<file path="config.mk">
export PLATFORM = sky130hd
export DESIGN_NAME = eth_frame_filter
export DESIGN_NICKNAME = d
export VERILOG_FILES = /design/src/rtl/eth_frame_filter.sv
export SDC_FILE = /design/constraint.sdc
export NUM_CORES = 2
export LEC_CHECK = 0
export BUFFER_PORTS_ARGS = -buffer_cell sky130_fd_sc_hd__buf_2
export CAP_MARGIN = 20
export CORE_MARGIN = 4
export CORE_UTILIZATION = 53
export DETAILED_ROUTE_END_ITERATION = 16
export HOLD_SLACK_MARGIN = 0.06
export PLACE_DENSITY = 0.79
export SLEW_MARGIN = 25
export SYNTH_ARGS = -nofsm -noshare
export SYNTH_HDL_FRONTEND = slang
export SYNTH_SLANG_ARGS = --single-unit
</file>
<file path="constraint.sdc">
create_clock -name clk -period 6.2 [get_ports clk]
set_input_delay 1.24 -clock clk [delete_from_list [all_inputs] [get_ports clk]]
set_output_delay 1.24 -clock clk [all_outputs]
set_load 0.01 [all_outputs]
</file>
<file path="src/rtl/eth_frame_filter.sv">
module eth_frame_filter #(
  parameter int MC_N   = 8,
  parameter int RULE_N = 4,
  parameter int CNT_W  = 11,
  parameter int ADDR_W = 6
) (
  input  logic              clk,
  input  logic              rst_n,
  input  logic              in_valid,
  input  logic [7:0]        in_data,
  input  logic              in_sof,
  input  logic              in_eof,
  input  logic              in_err,
  input  logic              cfg_we,
  input  logic [ADDR_W-1:0] cfg_addr,
  input  logic [31:0]       cfg_wdata,
  output logic              verdict_valid,
  output logic              verdict_pass
);
  localparam int MC_BASE   = 8;
  localparam int RULE_BASE = MC_BASE + 2 * MC_N;

  logic [47:0] sta_mac;
  logic        dflt_pass;
  logic [47:0] mc_addr [MC_N];
  logic [MC_N-1:0] mc_vld;
  logic [31:0] rule_val [RULE_N];
  logic [1:0]  rule_kind [RULE_N];
  logic [RULE_N-1:0] rule_en, rule_act;

  always_ff @(posedge clk or negedge rst_n) begin
    if (!rst_n) begin
      sta_mac   <= '0;
      dflt_pass <= 1'b0;
      mc_vld    <= '0;
      rule_en   <= '0;
      rule_act  <= '0;
      for (int i = 0; i < MC_N; i++) mc_addr[i] <= '0;
      for (int i = 0; i < RULE_N; i++) begin
        rule_val[i]  <= '0;
        rule_kind[i] <= '0;
      end
    end else if (cfg_we) begin
      if (int'(cfg_addr) == 0) sta_mac[31:0]  <= cfg_wdata;
      if (int'(cfg_addr) == 1) sta_mac[47:32] <= cfg_wdata[15:0];
      if (int'(cfg_addr) == 2) dflt_pass      <= cfg_wdata[0];
      for (int i = 0; i < MC_N; i++) begin
        if (int'(cfg_addr) == MC_BASE + 2 * i) mc_addr[i][31:0] <= cfg_wdata;
        if (int'(cfg_addr) == MC_BASE + 2 * i + 1) begin
          mc_addr[i][47:32] <= cfg_wdata[15:0];
          mc_vld[i]         <= cfg_wdata[16];
        end
      end
      for (int i = 0; i < RULE_N; i++) begin
        if (int'(cfg_addr) == RULE_BASE + 2 * i) rule_val[i] <= cfg_wdata;
        if (int'(cfg_addr) == RULE_BASE + 2 * i + 1) begin
          rule_kind[i] <= cfg_wdata[1:0];
          rule_act[i]  <= cfg_wdata[3];
          rule_en[i]   <= cfg_wdata[4];
        end
      end
    end
  end

  logic             in_frame, err_q, pend;
  logic [CNT_W-1:0] cnt;
  logic [47:0]      dmac;
  logic [15:0]      etype, sport, dport;
  logic [3:0]       ihl;
  logic [7:0]       proto;
  logic [31:0]      sip, dip;

  wire              take = in_valid && (in_sof || in_frame);
  wire  [CNT_W-1:0] idx  = in_sof ? '0 : cnt;
  wire  [31:0]      ix   = 32'(idx);
  wire  [31:0]      len  = 32'(cnt);
  wire  [31:0]      l4   = 32'd14 + {26'd0, ihl, 2'b00};

  always_ff @(posedge clk or negedge rst_n) begin
    if (!rst_n) begin
      in_frame <= 1'b0;
      err_q    <= 1'b0;
      pend     <= 1'b0;
      cnt      <= '0;
      dmac     <= '0;
      etype    <= '0;
      ihl      <= '0;
      proto    <= '0;
      sip      <= '0;
      dip      <= '0;
      sport    <= '0;
      dport    <= '0;
    end else begin
      pend <= take && in_eof;
      if (take) begin
        in_frame <= !in_eof;
        cnt      <= (idx == '1) ? idx : idx + 1'b1;
        err_q    <= (err_q && !in_sof) || in_err;
        if (ix < 32'd6)                     dmac  <= {dmac[39:0], in_data};
        if (ix == 32'd12 || ix == 32'd13)   etype <= {etype[7:0], in_data};
        if (ix == 32'd14)                   ihl   <= in_data[3:0];
        if (ix == 32'd23)                   proto <= in_data;
        if (ix >= 32'd26 && ix < 32'd30)    sip   <= {sip[23:0], in_data};
        if (ix >= 32'd30 && ix < 32'd34)    dip   <= {dip[23:0], in_data};
        if (ix == l4 || ix == l4 + 32'd1)   sport <= {sport[7:0], in_data};
        if (ix == l4 + 32'd2 || ix == l4 + 32'd3) dport <= {dport[7:0], in_data};
      end
    end
  end

  logic [MC_N-1:0]   mc_hit;
  logic [RULE_N-1:0] rule_hit;
  logic              decision;

  wire ipv4   = len >= 32'd15 && etype == 16'h0800 && ihl >= 4'd5;
  wire has_sa = ipv4 && len >= 32'd30;
  wire has_da = ipv4 && len >= 32'd34;
  wire l4_ok  = ipv4 && len >= 32'd24 && (proto == 8'd6 || proto == 8'd17);
  wire has_sp = l4_ok && len >= l4 + 32'd2;
  wire has_dp = l4_ok && len >= l4 + 32'd4;
  wire l2_ok  = len >= 32'd6 && (dmac == sta_mac || |mc_hit);

  always_comb begin
    for (int i = 0; i < MC_N; i++) mc_hit[i] = mc_vld[i] && mc_addr[i] == dmac;
    for (int i = 0; i < RULE_N; i++) begin
      case (rule_kind[i])
        2'd0:    rule_hit[i] = has_sa && sip == rule_val[i];
        2'd1:    rule_hit[i] = has_da && dip == rule_val[i];
        2'd2:    rule_hit[i] = has_sp && sport == rule_val[i][15:0];
        default: rule_hit[i] = has_dp && dport == rule_val[i][15:0];
      endcase
      rule_hit[i] = rule_hit[i] && rule_en[i];
    end
    decision = dflt_pass;
    for (int i = RULE_N - 1; i >= 0; i--)
      if (rule_hit[i]) decision = rule_act[i];
  end

  assign verdict_valid = pend;
  assign verdict_pass  = pend && !err_q && l2_ok && decision;
endmodule

</file>
==> metrics.cfg <==
[outcome]
run_status=finished clean

[pwr]
cellLeakagePower_uw=0.0206
powerDensity_nw_per_um2=385
post-layout-total-power_uw=16700
worst_ir_drop_vdd_uv=245

[route]
viasPerCell=6.56
detail-route-antenna-nets=0
detail_route.iter0.violations=3599
vias=27500
detail_route.wirelength_mm=134
routed_length_per_instance_um=31.9
remaining_drc_errors=0
drt_first_pass_iters=5

[clocking]
clock-sinks=771
hold_buffers=0
path_clk_slew_ns=0.07
cts.htree.levels=3
post-cts-setup-buffers=0
worst_skew_pair_latency_ns=0.65
clock_tree_from_tritoncts=built
clock_tree.root_cell=sky130_fd_sc_hd__clkbuf_16
cts-buffers-inserted=81
cts.path.max_buffers=3

[placed_design]
gp_routability_congestion=1.08
port_buffers=54
preCtsSetupSlack_ns=0.493
hpwl_mm=90.2
dpl.cell_count=4051

[yosys]
yosysWarningCount=0
yosys_register_bits=771
synthMostInstantiatedCell=sky130_fd_sc_hd__dfrtp_1
yosys.area_share.xor_xnor_pct=17.3
synth-edff-count=0
post_synth_and_or_nand_nor_area_fraction_pct=6.62
synthesis.area_per_instance_um2=12.1
post_synth_inst_count=3294
asyncSetResetFlopFracSynth_pct=100
post-synth-top-area-cell=sky130_fd_sc_hd__dfrtp_1
nets_in_the_synthesized_netlist=3360
synth.top_cells.by_area=sky130_fd_sc_hd__dfrtp_1, sky130_fd_sc_hd__mux2_2, sky130_fd_sc_hd__xor2_1
synth-compound-area-share_pct=2.52
post_synth_mux_area_share_pct=20.9
synthTopCellsByCount=sky130_fd_sc_hd__dfrtp_1, sky130_fd_sc_hd__mux2_2, sky130_fd_sc_hd__xor2_1, sky130_fd_sc_hd__xnor2_1, sky130_fd_sc_hd__clkbuf_1
synthAdderAreaFrac_pct=0.410
share_of_the_synthesized_area_in_the_top_cell_type_pct=48.6
synth_unique_cells=71
seq_area_frac_synth_pct=48.6
largest_family_of_logic_cells_by_synthesized_area=multiplexers
ys_dominant_reg_cell=sky130_fd_sc_hd__dfrtp_1
post_synthesis_instance_area_um2=39700

[layout]
layout-drive-gt1-share_pct=32.0
layout.cells.non_filler=4197
fillerInstances=5950
num-nets-final=3231
finalCoreUtilization_pct=58.4
multi_input_comb_area_um2=19100
seqCellArea_um2=19300
areaGrowthSynthToFinish_pct=9.21

[timing]
hold_viol_final=0
setup_viol_count_final=0
timing.max_slew.rel_slack_pct=21.2
timing.fmax_mhz=166
setup_ws_ns=0.167
min_period_over_period_pct=97.3
max_slew.worst_pin.slew_ns=1.18
skew_ns=0.0440
period_minus_slack_ns=6.03
final-max-slew-violation-count=0

[worst_setup_path]
critical_path_class=flop to primary output
cp.arrival_ns=4.79
critical_path_peak_fanout=11
critical_path_required_ns=4.96
cp-start-kind=flop
timing.critical_path.to_type=primary output

[floorplan]
coreArea_um2=74300
floorplan.initialDensity_pct=53.4
die_area_um2=79400
die_width_um=282
ios=55
floorplan.rows=100
die_h_um=282

[grt]
grt_antenna_before_repair=12
grt_pass1_vias=26900
grt_first_pass_wirelength_mm=192
grt_start_max_net_pins=163
globalRouteOverflowTotal=0
grt.total_usage_pct=33.6

[job]
drv_cap=0

[min_path]
min-delay-path-class=flop to flop

==> per-layer routing <==
layer / track usage (%) / routed length, um
met1: 47.3 / 52900
met2: 47.9 / 55900
met3: 12.8 / 19300
met4: 12.0 / 5910
met5: 0 / 49
==> critical path, cell delays in order, from the launching register on <==
cell	delay, ns
sky130_fd_sc_hd__dfrtp_2	0.49
sky130_fd_sc_hd__inv_2	0.12
sky130_fd_sc_hd__ha_2	0.32
sky130_fd_sc_hd__or4_1	0.47
sky130_fd_sc_hd__and3_1	0.25
sky130_fd_sc_hd__nor2_1	0.18
sky130_fd_sc_hd__ha_1	0.26
sky130_fd_sc_hd__nand3_1	0.21
sky130_fd_sc_hd__nor2_2	0.10
sky130_fd_sc_hd__a2111oi_4	0.40
sky130_fd_sc_hd__nor4_2	0.11
sky130_fd_sc_hd__o22ai_1	0.16
sky130_fd_sc_hd__mux2_1	0.33
sky130_fd_sc_hd__mux2_2	0.26
sky130_fd_sc_hd__o211a_1	0.31
sky130_fd_sc_hd__buf_2	0.18
==> logic make-up after synthesis <==
family / Yosys count
and+or+nand+nor: 457
DFF: 771
other: 1
AOI/OAI and AO/OA: 144
xor gates and xnor gates: 784
muxes: 736
adders and majority gates: 13
buffers and inverters: 388
==> through the flow <==
stage                     hold slack, ns  TNS, ns  instance area (um2)
after floorplan                    0.457        0                39700
after global placement             0.478        0                40600
after detailed placement           0.481        0                40600
after CTS                          0.499        0                43300
after global routing               0.512  -0.0108                43400
final                              0.502        0                43400
==> flip-flops by register name, indices dropped and copies added (netlist names) <==
signal         cells
rule_val         128
verdict_valid      1
mc_addr          384
dip               32
sip               32
dmac              48
rule_act           4
dport             16
sta_mac           48
rule_kind          8
mc_vld             8
ihl                4
proto              8
dflt_pass          1
err_q              1
sport             16
in_frame           1
rule_en            4
etype             16
cnt               11
==> path summary, 6_finish.rpt <==
check	depth (start not counted)	to	from	slack, ns
max in group asynchronous	2	mc_addr[288]	rst_n	4.31
setup / recovery	15	verdict_pass	ihl[0]	0.17
hold / removal	1	err_q	err_q	0.50
hold reg to reg	1	err_q	err_q	0.50
min in group asynchronous	1	etype[0]	rst_n	0.55
setup reg to reg	8	dport[11]	ihl[0]	2.78
==> what timing repair did <==
item | CTS | global route
cloned | 0 | 0
pin swaps | 0 | 2
gates resized for setup | 4 | 11
setup endpoints to repair | 1 | 1
==> cell usage in the layout, fill, tap and decap left out, drive strengths merged, types with 31 or more instances in the layout <==
cell type,n
nor3,34
inv,53
nand3,34
dfrtp,771
clkbuf,114
xnor2,336
xor2,448
buf,128
nor2,31
nand2,68
mux2,736
o21ai,41
nor4,133
nand4,104
==> power breakdown <==
part / internal, uW / switching [uW] / leakage [uW]
clock network: 2750 / 2140 / 0.00129
registers: 5760 / 1630 / 0.0102
logic: 2030 / 2400 / 0.00906
total: 10500 / 6170 / 0.0206
==> cell type report <==
cell class / count / area share (%)
Sequential cell: 771 / 44.5
Clock inverter: 29 / 0.779
Clock buffer: 114 / 5.31
Inverter: 48 / 0.415
Timing Repair Buffer: 128 / 2.07
Tap cell: 969 / 2.80
Antenna cell: 3 / 0.0173
Multi-Input combinational cell: 2135 / 44.1
Power figures use the tool's default switching activity.
